### src/rtl/ptimer_pkg.sv
package ptimer_pkg;
  localparam int DATA_W  = 8;
  localparam int ADDR_W  = 3;
  localparam int COUNT_W = 2 * DATA_W;

  localparam logic [ADDR_W-1:0] OFS_LO   = 3'd0;
  localparam logic [ADDR_W-1:0] OFS_HI   = 3'd1;
  localparam logic [ADDR_W-1:0] OFS_CTRL = 3'd2;
  localparam logic [ADDR_W-1:0] OFS_STAT = 3'd3;
  localparam logic [ADDR_W-1:0] OFS_TYPE = 3'd4;
  localparam logic [ADDR_W-1:0] OFS_CNTL = 3'd5;
  localparam logic [ADDR_W-1:0] OFS_CNTH = 3'd6;

  localparam int CTL_EN  = 0;
  localparam int CTL_CYC = 1;
  localparam int CTL_IE  = 2;

  typedef struct packed {
    logic wrLo;
    logic wrHi;
    logic wrCtrl;
    logic wrType;
    logic rdStatus;
  } strobes_t;
endpackage

### src/rtl/ptimer_prescale.sv
module ptimer_prescale #(
  parameter int TICK_DIV = 500000
) (
  input  logic clk,
  input  logic rst_n,
  input  logic run,
  input  logic restart,
  output logic tick
);
  localparam int PRE_W = (TICK_DIV > 1) ? $clog2(TICK_DIV) : 1;
  localparam logic [PRE_W-1:0] LAST = PRE_W'(TICK_DIV - 1);

  logic [PRE_W-1:0] preCnt;

  assign tick = run && (preCnt == LAST);

  always_ff @(posedge clk) begin
    if (!rst_n) begin
      preCnt <= '0;
    end else if (!run || restart || tick) begin
      preCnt <= '0;
    end else begin
      preCnt <= preCnt + PRE_W'(1);
    end
  end
endmodule

### src/rtl/ptimer_ctrl.sv
module ptimer_ctrl
  import ptimer_pkg::*;
(
  input  logic [ADDR_W-1:0]  busAddr,
  input  logic               busWr,
  input  logic               busRd,
  input  logic [COUNT_W-1:0] reloadVal,
  input  logic [2:0]         ctrlBits,
  input  logic               endFlag,
  input  logic [DATA_W-1:0]  typeReg,
  input  logic [COUNT_W-1:0] countVal,
  output strobes_t           stb,
  output logic [DATA_W-1:0]  busRdata
);
  always_comb begin
    stb          = '0;
    stb.wrLo     = busWr && (busAddr == OFS_LO);
    stb.wrHi     = busWr && (busAddr == OFS_HI);
    stb.wrCtrl   = busWr && (busAddr == OFS_CTRL);
    stb.wrType   = busWr && (busAddr == OFS_TYPE);
    stb.rdStatus = busRd && (busAddr == OFS_STAT);
  end

  always_comb begin
    busRdata = '0;
    case (busAddr)
      OFS_LO:   busRdata = reloadVal[DATA_W-1:0];
      OFS_HI:   busRdata = reloadVal[COUNT_W-1:DATA_W];
      OFS_CTRL: busRdata = {{(DATA_W-3){1'b0}}, ctrlBits};
      OFS_STAT: busRdata = {{(DATA_W-1){1'b0}}, endFlag};
      OFS_TYPE: busRdata = typeReg;
      OFS_CNTL: busRdata = countVal[DATA_W-1:0];
      OFS_CNTH: busRdata = countVal[COUNT_W-1:DATA_W];
      default:  busRdata = '0;
    endcase
  end
endmodule

### src/rtl/ptimer_datapath.sv
module ptimer_datapath
  import ptimer_pkg::*;
(
  input  logic               clk,
  input  logic               rst_n,
  input  strobes_t           stb,
  input  logic [DATA_W-1:0]  wdata,
  input  logic               tick,
  output logic [COUNT_W-1:0] reloadVal,
  output logic [2:0]         ctrlBits,
  output logic [COUNT_W-1:0] countVal,
  output logic               endFlag,
  output logic [DATA_W-1:0]  typeReg,
  output logic               intReq
);
  logic enBit, cycBit, ieBit;
  logic atLast, endEvt;

  assign ctrlBits = {ieBit, cycBit, enBit};
  assign atLast   = (countVal <= COUNT_W'(1));
  assign endEvt   = tick && enBit && !stb.wrCtrl && atLast;
  assign intReq   = endFlag && ieBit;

  always_ff @(posedge clk) begin
    if (!rst_n) begin
      reloadVal <= '0;
      typeReg   <= '0;
    end else begin
      if (stb.wrLo)   reloadVal[DATA_W-1:0]       <= wdata;
      if (stb.wrHi)   reloadVal[COUNT_W-1:DATA_W] <= wdata;
      if (stb.wrType) typeReg                     <= wdata;
    end
  end

  always_ff @(posedge clk) begin
    if (!rst_n) begin
      enBit    <= 1'b0;
      cycBit   <= 1'b0;
      ieBit    <= 1'b0;
      countVal <= '0;
    end else if (stb.wrCtrl) begin
      enBit  <= wdata[CTL_EN];
      cycBit <= wdata[CTL_CYC];
      ieBit  <= wdata[CTL_IE];
      if (wdata[CTL_EN]) countVal <= reloadVal;
    end else if (tick && enBit) begin
      if (atLast) begin
        if (cycBit) begin
          countVal <= reloadVal;
        end else begin
          countVal <= '0;
          enBit    <= 1'b0;
        end
      end else begin
        countVal <= countVal - COUNT_W'(1);
      end
    end
  end

  always_ff @(posedge clk) begin
    if (!rst_n)            endFlag <= 1'b0;
    else if (endEvt)       endFlag <= 1'b1;
    else if (stb.rdStatus) endFlag <= 1'b0;
  end
endmodule

### src/rtl/ptimer_top.sv
module ptimer_top
  import ptimer_pkg::*;
#(
  parameter int TICK_DIV = 500000
) (
  input  logic              clk,
  input  logic              rst_n,
  input  logic [ADDR_W-1:0] busAddr,
  input  logic              busWr,
  input  logic              busRd,
  input  logic [DATA_W-1:0] busWdata,
  output logic [DATA_W-1:0] busRdata,
  input  logic              intAck,
  output logic              intReq,
  output logic [DATA_W-1:0] intType
);
  strobes_t           stb;
  logic [COUNT_W-1:0] reloadVal;
  logic [COUNT_W-1:0] countVal;
  logic [2:0]         ctrlBits;
  logic               endFlag;
  logic [DATA_W-1:0]  typeReg;
  logic               tickPulse;

  ptimer_ctrl u_ctrl (
    .busAddr  (busAddr),
    .busWr    (busWr),
    .busRd    (busRd),
    .reloadVal(reloadVal),
    .ctrlBits (ctrlBits),
    .endFlag  (endFlag),
    .typeReg  (typeReg),
    .countVal (countVal),
    .stb      (stb),
    .busRdata (busRdata)
  );

  ptimer_prescale #(.TICK_DIV(TICK_DIV)) u_prescale (
    .clk    (clk),
    .rst_n  (rst_n),
    .run    (ctrlBits[CTL_EN]),
    .restart(stb.wrCtrl),
    .tick   (tickPulse)
  );

  ptimer_datapath u_datapath (
    .clk      (clk),
    .rst_n    (rst_n),
    .stb      (stb),
    .wdata    (busWdata),
    .tick     (tickPulse),
    .reloadVal(reloadVal),
    .ctrlBits (ctrlBits),
    .countVal (countVal),
    .endFlag  (endFlag),
    .typeReg  (typeReg),
    .intReq   (intReq)
  );

  assign intType = intAck ? typeReg : '0;
endmodule

### config.mk
export PLATFORM = sky130hd
export DESIGN_NAME = ptimer_top
export DESIGN_NICKNAME = d
export VERILOG_FILES = /design/src/rtl/ptimer_pkg.sv /design/src/rtl/ptimer_prescale.sv /design/src/rtl/ptimer_ctrl.sv /design/src/rtl/ptimer_datapath.sv /design/src/rtl/ptimer_top.sv
export SDC_FILE = /design/constraint.sdc
export NUM_CORES = 1
export LEC_CHECK = 0
export BUFFER_PORTS_ARGS = -buffer_cell sky130_fd_sc_hd__buf_2
export CAP_MARGIN = 20
export CORE_MARGIN = 3
export CORE_UTILIZATION = 59
export CTS_CLUSTER_DIAMETER = 50
export DETAILED_ROUTE_END_ITERATION = 6
export HOLD_SLACK_MARGIN = 0.1
export PLACE_DENSITY = 0.8
export SLEW_MARGIN = 25
export SYNTH_ARGS = -nofsm -noshare
export SYNTH_HDL_FRONTEND = slang
export SYNTH_SLANG_ARGS = --single-unit
### constraint.sdc
create_clock -name clk -period 2.6 [get_ports clk]
set_input_delay 0.26 -clock clk [delete_from_list [all_inputs] [get_ports clk]]
set_output_delay 0.26 -clock clk [all_outputs]
set_load 0.05 [all_outputs]
* Yosys cells after proc, flatten, opt, wreduce, memory -nomap -nowiden
Index checks and enable logic that the tools add are counted.
** Cells by class
- Reduce and logical (&&, ||, !) cells :: 21
- $add $sub $neg :: 2
- Order comparisons :: 1
- Mux-type cells :: 13
- Bitwise gates (word level) :: 1
- Eq/ne operators :: 9
** Operators by type and width (count)
- two-way mux 16 bit :: 5
- case mux 8 bit (7 select lines) :: 1
- adder 19 x 1 -> 19 bit, second input constant :: 1
- == test 19 bit, second input constant :: 1
- less-or-equal comparator 16 x 1 -> 1 bit, second input constant :: 1
- subtractor 16 x 1 -> 16 bit, second input constant :: 1
- logical AND 1 bit :: 10
- == test 3 bit, second input constant :: 3
- two-way mux 8 bit :: 1
- == test 3 x 2 -> 1 bit, second input constant :: 2
- two-way mux 1 bit :: 6
- nonzero test 2 bit :: 3
- inequality test 2 bit, second input constant :: 2
- == test 3 x 1 -> 1 bit, second input constant :: 1
- logical NOT 3 bit :: 1
- AND reduction 3 bit :: 1
- logical NOT 1 bit :: 2
- logical OR 1 bit :: 2
- AND reduction 2 bit :: 1
- OR reduction 2 bit :: 1
- inverter 1 bit :: 1
** Storage, ports and cells
- Register bits after elaboration :: 63
- Output and inout port bits :: 17
- Word-level logic and storage cells :: 56

* Logic depth before layout (Yosys ltp)
Gate-level depths: netlist of the first run.
- Word-level depth :: 6
- Depth in mapped cells :: 9

* Hierarchy
A second synthesis of the first run with hierarchy kept.
** Unflattened totals
- Cells, all modules :: 402
- Area total of the unflattened synthesis :: 3523.4 um2
** By module, submodules not included
- ptimer_datapath :: area an instance 2107.0 um2, cells an instance 234, times used 1
- ptimer_prescale :: area an instance 885.8 um2, cells an instance 99, times used 1
- ptimer_ctrl :: area an instance 480.5 um2, cells an instance 61, times used 1
- ptimer_top :: area an instance 50.0 um2, cells an instance 8, times used 1

* Worst setup path before layout of the first run
Ideal clock, no wire load.
- Path type :: input-to-output
- Start :: input port busAddr[0]
- End :: output port busRdata[0]
- Arrival time :: 1991 ps
- Slack :: 349 ps
- Path buffers :: 2
- Cell stages on the path :: 5
- Cells stage by stage :: buf_1 -> buf_1 -> nor2_1 -> a21oi_1 -> o21ai_0
** Between the ends
- Cells in the longest elaborated chain, start to end :: 2
- Elaborated cells on any way between the ends :: 8
- Those cells by class :: eq/ne (6); mux (1); reduce/logical (1)
** Ends and longest elaborated chain
- start: declaration :: RTL line ptimer_top.sv:8 : input logic [ADDR_W-1:0] busAddr,
- == test 3 bit, or another cell as far along :: RTL line ptimer_ctrl.sv:26 : case (busAddr)
- case mux 8 bit (7 select lines) * :: RTL line ptimer_ctrl.sv:26
- end: declaration :: RTL line ptimer_top.sv:12 : output logic [DATA_W-1:0] busRdata,
Every way passes the cells marked *; elsewhere a longest branch is shown, timed or not.

* Worst setup path after layout of the first run
- Start :: register u_datapath.countVal[9]
- End :: register u_datapath.countVal[12]
** Between the ends
- Cells in the longest elaborated chain, start to end :: 4
- Elaborated cells on any way between the ends :: 5
- Those cells by class :: add/sub (1); order compare (1); mux (3)
** Ends and longest elaborated chain
- start: declaration :: RTL line ptimer_datapath.sv:11 : output logic [COUNT_W-1:0] countVal,
- start signal: assignment :: RTL line ptimer_datapath.sv:45 : if (wdata[CTL_EN]) countVal <= reloadVal;
- start signal: assignment :: RTL line ptimer_datapath.sv:49 : countVal <= reloadVal;
- start signal: assignment :: RTL line ptimer_datapath.sv:55 : countVal <= countVal - COUNT_W'(1);
- subtractor 16 x 1 -> 16 bit / less-or-equal comparator 16 x 1 -> 1 bit (equally long branches) :: RTL line ptimer_datapath.sv:55, ptimer_datapath.sv:20
- two-way mux 16 bit * :: RTL line ptimer_datapath.sv:47 : if (atLast) begin
- two-way mux 16 bit * :: RTL line ptimer_datapath.sv:46 : end else if (tick && enBit) begin
- two-way mux 16 bit * :: RTL line ptimer_datapath.sv:41 : end else if (stb.wrCtrl) begin
Every way passes the cells marked *; elsewhere a longest branch is shown, timed or not. The select of a mux whose other input is x is not followed.
A chain may end at the register's enable or synchronous reset.

==> metrics.md, run 1 <==
| Metric | Value |
|---|---|
| # hold bufs at CTS | `0` |
| Worst EP arrival | `2.62 ns` |
| Layout cells sized above 1 | `between 10% and 20%` |
| Period utilisation layout | `a little over nine tenths` |
| Final Max Slew Viols | `0` |
| Antenna cells | `0` |
| Initial Util | `~63%` |
| Post-synthesis cell type count | `56` |
| Max-cap violations | `0` |
| Final Hold Vio Count | `0` |
| Multiplexer share of the synthesized area | `~3.7%` |
| Critical Path Max Stage Delay | `a little under 0.6 ns` |
| Setup TNS Final | `0 ns` |
| CTS clk-pin slew, worst paths | `approximately 0.080 ns` |
| Die ar. | `between 6000 and 7000 sq um` |
| DR pass1 iterations | `5` |
| Row Count | `26` |
| Fin nets | `490` |
| Crit Path Max Fanout | `10` |
| Post-DP HPWL | `approximately 6.8 mm` |
| Final core utilization | `a little under three quarters` |
| Antenna violations before repair | `0` |
| Worst path top cell family by delay | `simple AND/OR/NAND/NOR gates` |
| Area grow syn2layout | `13.9%` |
| Largest family of logic cells by synthesized area | `simple AND/OR/NAND/NOR gates` |
| Wire length on met1 | `3.81 mm` |
| Clock Skews | `0.00994 ns` |
| Seq/Total Area, Yosys | `around 38%` |
| RSZ-0062 raised after global routing | `false` |
| Synth Area in Compound Gates | `approximately a fifth` |
| CP Launch Type | `register` |
| Min Tclk post-route | `roughly 2.4 ns` |
| CP Cell Sequence | `or4_4, or4_4, o21ai_4, nor4_1, a221oi_1, a21oi_1` |
| RD Place Congestion | `about 1` |
| CTS tree | `yes` |
| Avg Cell Area, Syn | `just under 8 sq um` |
| WP buf/inv | `0` |
| Seq cells post-synth | `63` |
| Ports | `33` |
| Pint | `between 0.0015 and 0.002 W` |
| Relative slew slack | `between 30% and 40%` |
| Post-CTS Setup Bufs | `0` |
| Yosys warning count | `0` |
| Data required time of the critical path | `~2.8 ns` |
| Multi-input logic area | `1990 sq um` |
| Grt total ovfl | `0` |
| Final wirelength | `9.39 mm` |
| Core area | `5300 sq um` |
| Yosys top cell by area | `dfxtp_1` |
| DR iter-0 viols | `between 500 and 600` |
| Largest net degree at the start of global routing | `32` |
| Root buffer cell | `clkbuf_8` |
| Async set-reset flop share out of synthesis | `0%` |
| Leakage Power | `~1.4 nW` |
| Post-synthesis simple-gate area fraction | `around 30%` |
| Synth Cell Area | `approximately 3400 sq um` |
| Global-route wire length before repair | `14.9 mm` |
| Post-route ant nets | `0` |
| Clk pwr share | `39.8%` |
| Final setup vio count | `0` |
| Register share of total power | `a little under half` |
| Net switching power | `approximately 0.00057 W` |
| Synth area leaders | `dfxtp_1, nand2_1, a21oi_1` |
| Area taken by flip-flops and latches | `1260 sq um` |
| Max Used Layer | `met4` |
| Worst-Skew Late Latency | `between 0.3 and 0.4 ns` |
| Vias in the first global route | `about 3,100` |
| # fillers | `approximately 440` |
| Worst vdd ir | `~370 uV` |
| DR WL/cell | `17.2 um` |
| Syn Inst Count | `433` |
| Vias per Instance | `~6.3` |
| Final Instance Area | `around 3800 sq um` |
| Type of the most critical hold path | `in -> reg` |
| H-Tree Depth | `3` |
| EDFF count, synth | `0` |
| Measured slew at the worst slew-check pin | `0.953 ns` |
| Critical path type | `reg -> reg` |
| Clock Path Buffers | `2` |
| Status | `finished clean` |
| Metal3 WL | `just over 900 um` |
| DRC viols | `0` |
| Die Ht | `between 80 and 90 um` |
| Crit path top cell by count | `or4_4` |
| Top cell type's share of synthesized area | `37.6%` |
| CP endpoint kind | `register` |
| Sw Ratio | `a little over a quarter` |
| Mapped Nets | `452` |
| Adder-cell share of the synthesized area | `between 1 and 1.5%` |
| Clock Sinks | `63` |
| DIE WIDTH | `81.4 um` |
| Gr usage total | `29.7%` |
| Vias | `3,419` |
| P per Cell Area | `~550 nW/um^2` |
| Post-synth top flop | `dfxtp_1` |
| Part of the power in combinational logic | `around 13%` |
| Fmax | `slightly above 400 MHz` |
| Post-DP Area | `approximately 3600 sq um` |
| Max stage delay cell, worst path | `or4_4` |
| Met2 wire length | `between 4 and 5 mm` |
| Port-buffer cells | `32` |
| Num CTS Buffers | `9` |
| Post-Synth XOR/XNOR Area | `5.23%` |
==> cells in the mapped netlist, drive strengths merged, types with 3 or more instances <==
cell type / n
a32oi: 4
o21bai: 3
nor2b: 5
nand2b: 6
nor3: 11
o211ai: 3
nand3: 12
ha: 3
and2: 12
mux2i: 8
nand2: 78
clkbuf: 14
nor4: 4
dfxtp: 63
o21ai: 12
or3: 3
nor2: 53
xor2: 12
a21oi: 49
or4: 4
o22ai: 12
a31oi: 3
buf: 4
inv: 6
xnor2: 8
nand4: 4
a22oi: 8
and4: 4
==> area by class of cell <==
type | count | area share, %
Multi-Input combinational cell | 345 | 52.2
Clock inverter | 5 | 1.54
Timing Repair Buffer | 45 | 6.76
Clock buffer | 11 | 3.44
Inverter | 7 | 0.689
Tap cell | 70 | 2.30
Sequential cell | 63 | 33.1
==> logic make-up after synthesis <==
kind of cell,Yosys count
and+or+nand+nor,206
AOI/OAI and AO/OA,106
DFF,63
buffers and inverters,25
xor gates and xnor gates,20
muxes,10
adders and majority gates,3
==> power by group through the flow <==
stage / sequential (W) / clock (W) / combinational [W]
6_report: 0.000993 / 0.000829 / 0.000262
5_1_grt: 0.000994 / 0.000881 / 0.000286
4_1_cts: 0.000992 / 0.000838 / 0.000255
3_5_place_dp: 0.00101 / 0 / 0.000253
3_3_place_gp: 0.00101 / 0 / 0.000250
2_1_floorplan: 0.00101 / 0 / 0.000188
==> timing repair <==
| action | in CTS | in global routing |
|---|---|---|
| hold endpoints to repair | 0 | 0 |
| endpoints found under the setup margin | 0 | 1 |
| gates resized for setup | 0 | 1 |
==> flip-flops by register name, summed over array words and instances, names as in the netlist <==
register              cells
u_datapath.cycBit         1
u_datapath.enBit          1
u_prescale.preCnt        19
u_datapath.countVal      16
u_datapath.reloadVal     16
u_datapath.endFlag        1
u_datapath.ieBit          1
u_datapath.typeReg        8
==> metal layers <==
layer	GRT usage, %	vias up
met3	6.98	37
met2	47.0	201
met5	0	-
met4	16.2	0
met1	37.3	1557
li1	-	1624
==> cells in the final DEF (no fill, tap or decap), types with 4 or more instances in the layout <==
cell type  instances
dfxtp_1           63
xnor2_1            8
buf_2             32
buf_4             13
o22ai_1           12
nor2_1            52
mux2i_1            8
xor2_1            12
nor4_1             4
clkbuf_8           9
nor3_1            11
nand4_1            4
a22oi_1            8
nand3_1           12
nand2_1           78
inv_1              6
a32oi_1            4
nor2b_1            5
o21ai_0           10
a21oi_1           49
nand2b_1           6
and4_1             4
and2_1            12
==> tightest hold or removal path, cell delays in order <==
cell and delay, ns:
buf_2 0.11, nand2_1 0.05, a21oi_1 0.05
==> through the flow <==
| stage | instances | setup slack (ns) | hold slack (ns) | power, W |
|---|---|---|---|---|
| 2_1_floorplan | 433 | 0.349 | 0.396 | 0.00120 |
| 3_3_place_gp | 530 | 0.237 | 0.429 | 0.00126 |
| 3_5_place_dp | 530 | 0.198 | 0.442 | 0.00127 |
| 4_1_cts | 546 | 0.170 | 0.167 | 0.00208 |
| 5_1_grt | 546 | 0.0667 | 0.174 | 0.00216 |
| 6_report | 546 | 0.151 | 0.179 | 0.00208 |
==> final timing paths <==
path                                        from                              endpoint  slack (ns)  depth (start not counted)
max          u_datapath.countVal[9]$_SDFFE_PN0P_  u_datapath.countVal[12]$_SDFFE_PN0P_        0.15                          6
min                                  busWdata[4]  u_datapath.reloadVal[4]$_SDFFE_PN0P_        0.18                          3
max reg2reg  u_datapath.countVal[9]$_SDFFE_PN0P_  u_datapath.countVal[12]$_SDFFE_PN0P_        0.15                          6
min reg2reg      u_prescale.preCnt[0]$_SDFF_PP0_       u_prescale.preCnt[0]$_SDFF_PP0_        0.45                          1
(Power assumes the default switching activity.)
==> run 2: changes to the inputs <==
- clock period: 2.6 -> 2.35 ns (I/O delays scaled with it)
==> metrics.md, run 2 (synthesis gave the netlist of run 1 again) <==
| Metric | Value |
|---|---|
| Clock Sinks | `63 (unchanged)` |
| Depth of the worst register-to-register path | `7 (was 6)` |
| Reg-to-reg endpoint | `u_datapath.countVal[3]$_SDFFE_PN0P_ (was u_datapath.countVal[12]$_SDFFE_PN0P_)` |
| CP endpoint kind | `register (unchanged)` |
| Min Tclk post-route | `2.27 ns (was 2.45 ns)` |
| Root buffer cell | `clkbuf_8 (unchanged)` |
| Num CTS Buffers | `9 (unchanged)` |
| Die Ht | `81.4 um (unchanged)` |
| Vias per Instance | `6.24 (was 6.26)` |
| Gr usage total | `32.4% (was 29.7%)` |
| Vias in the first global route | `3,287 (was 3,057)` |
| Antenna violations before repair | `0 (unchanged)` |
| Largest net degree at the start of global routing | `32 (unchanged)` |
| Vias | `3,494 (was 3,419)` |
| CTS tree | `yes (unchanged)` |
| Post-DP HPWL | `7.30 mm (was 6.81 mm)` |
| Critical Path Max Stage Delay | `0.58 ns (about the same)` |
| Final Hold Vio Count | `0 (unchanged)` |
| DIE WIDTH | `81.4 um (unchanged)` |
| DR pass1 iterations | `6 (was 5)` |
| Final Instance Area | `3950 sq um (was 3810 sq um)` |
| Type of the most critical hold path | `in -> reg (unchanged)` |
| Final Max Slew Viols | `0 (unchanged)` |
| Status | `finished clean (unchanged)` |
| Initial Util | `63.2% (unchanged)` |
| Worst EP arrival | `2.49 ns (was 2.62 ns)` |
| Final core utilization | `74.6% (was 71.9%)` |
| P per Cell Area | `608 nW/um^2 (was 546 nW/um^2)` |
| DR WL/cell | `17.7 um (was 17.2 um)` |
| Fmax | `441 MHz (was 408 MHz)` |
| Crit Path Max Fanout | `5 (was 10)` |
| Worst vdd ir | `550 uV (was 369 uV)` |
| Top Registers | `u_prescale.preCnt (19), u_datapath.countVal (16), u_datapath.reloadVal (16) (unchanged)` |
| Reg2Reg Setup Slack | `0.08 ns (was 0.15 ns)` |
| Largest Register | `u_prescale.preCnt (unchanged)` |
| Most frequent cells in the layout | `nand2_1, dfxtp_1, nor2_1 (unchanged)` |
| Fin nets | `504 (was 490)` |
| Layout cells sized above 1 | `18.8% (was 15.5%)` |
| RD Place Congestion | `0.909 (was 1.01)` |
| CP Launch Type | `register (unchanged)` |
| Grt total ovfl | `0 (unchanged)` |
| Commonest non-fill, non-tap cell in the layout | `nand2_1 (unchanged)` |
| Final wirelength | `9.93 mm (was 9.39 mm)` |
| Period utilisation layout | `96.4% (was 94.2%)` |
| Post-DP Area | `3720 sq um (was 3620 sq um)` |
| Clock Path Buffers | `2 (unchanged)` |
| # fillers | `424 (was 444)` |
| CTS clk-pin slew, worst paths | `0.08 ns (about the same)` |
| Core area | `5300 sq um (unchanged)` |
| Relative slew slack | `61.6% (was 36.4%)` |
| Post-route ant nets | `0 (unchanged)` |
| Die ar. | `6620 sq um (unchanged)` |
| Final setup vio count | `0 (unchanged)` |
| Ports | `33 (unchanged)` |
| DRC viols | `0 (unchanged)` |
| Worst-Skew Late Latency | `0.34 ns (about the same)` |
| Power, Total | `0.00240 W (was 0.00208 W)` |
| Row Count | `26 (unchanged)` |
| Port-buffer cells | `32 (unchanged)` |
| Global-route wire length before repair | `16.1 mm (was 14.9 mm)` |
| Max-cap violations | `0 (unchanged)` |
| DR iter-0 viols | `426 (was 520)` |
| Critical R2R Launch | `u_datapath.countVal[8]$_SDFFE_PN0P_ (was u_datapath.countVal[9]$_SDFFE_PN0P_)` |
| Launch point of the worst path | `u_datapath.countVal[8]$_SDFFE_PN0P_ (was u_datapath.countVal[9]$_SDFFE_PN0P_)` |
| Crit path top cell by count | `or4_4 (unchanged)` |
| Clock Skews | `0.00832 ns (was 0.00994 ns)` |
| Antenna cells | `0 (unchanged)` |
| Critical path type | `reg -> reg (unchanged)` |
| H-Tree Depth | `3 (unchanged)` |
| Leakage Power | `1.53 nW (was 1.45 nW)` |
| Max stage delay cell, worst path | `or4_4 (unchanged)` |
| Max reg flops | `19 (unchanged)` |
| Area grow syn2layout | `18.0% (was 13.9%)` |
| Data required time of the critical path | `2.58 ns (was 2.77 ns)` |
| CP Cell Sequence | `or4_4, or4_4, nor2_4, nor2_1, buf_4, a32oi_1, o22ai_1 (was or4_4, or4_4, o21ai_4, nor4_1, a221oi_1, a21oi_1)` |
| Crit path to | `u_datapath.countVal[3]$_SDFFE_PN0P_ (was u_datapath.countVal[12]$_SDFFE_PN0P_)` |
| Measured slew at the worst slew-check pin | `0.572 ns (was 0.953 ns)` |
-- run 2: cell type report --
class | count | area [sq um] | area share [%]
multi-input cells | 345 | 2010 | 50.7
flip-flops and latches | 63 | 1260 | 31.9
repair buffers | 59 | 367 | 9.27
clock buffers | 10 | 138 | 3.48
well taps | 70 | 87.6 | 2.22
clock inverters | 6 | 68.8 | 1.74
inverters | 7 | 26.3 | 0.665
-- run 2: routing by layer --
| layer | up-vias | part of all wire, % | wire length (um) | global-route usage [%] |
|---|---|---|---|---|
| met5 | - | 0 | 0 | 0 |
| met4 | 0 | 3.8 | 376 | 16.9 |
| met3 | 30 | 9.3 | 922 | 7.54 |
| met2 | 190 | 46 | 4530 | 51.6 |
| met1 | 1634 | 41 | 4090 | 40.5 |
| li1 | 1640 | - | - | - |
-- run 2: worst min path at each step --
stage,from,slack (ns),depth (start not counted),endpoint
global placement,u_prescale.preCnt[0]$_SDFF_PP0_,0.43,1,u_prescale.preCnt[0]$_SDFF_PP0_
CTS,busWdata[7],0.13,3,u_datapath.typeReg[7]$_SDFFE_PN0P_
floorplan,busWdata[3],0.37,2,u_datapath.reloadVal[11]$_SDFFE_PN0P_
global route,busWdata[5],0.15,3,u_datapath.reloadVal[5]$_SDFFE_PN0P_
detailed placement,u_prescale.preCnt[0]$_SDFF_PP0_,0.44,1,u_prescale.preCnt[0]$_SDFF_PP0_
finish,busWdata[7],0.15,3,u_datapath.typeReg[7]$_SDFFE_PN0P_
-- run 2: where the power goes --
part	leakage (nW)	internal, W	total, W	switching (W)
Combinational	0.921	0.000129	0.000327	0.000198
Clock	0.103	0.000524	0.000978	0.000454
Sequential	0.509	0.00108	0.00110	0.0000171
-- run 2: timing repair --
item	4_1_cts	5_1_grt
hold buffers	0	0
buffers inserted	0	1
endpoints found under the setup margin	0	7
gates resized for setup	0	5
-- run 2: stage by stage --
stage               setup slack [ns]  std cells  TNS [ns]  hold slack (ns)
CTS                           0.0380        559         0            0.135
global placement               0.111        543         0            0.427
global route                -0.00543        560  -0.00543            0.147
detailed placement            0.0625        543         0            0.443
floorplan                      0.149        433         0            0.371
finish                        0.0848        560         0            0.146
-- run 2: worst max-delay path: cells and delay by family (launching register included) --
kind            cells  cell delay, ns
simple gates        4            1.34
compound gates      2            0.31
flops               1            0.35
buf+inv             1            0.15
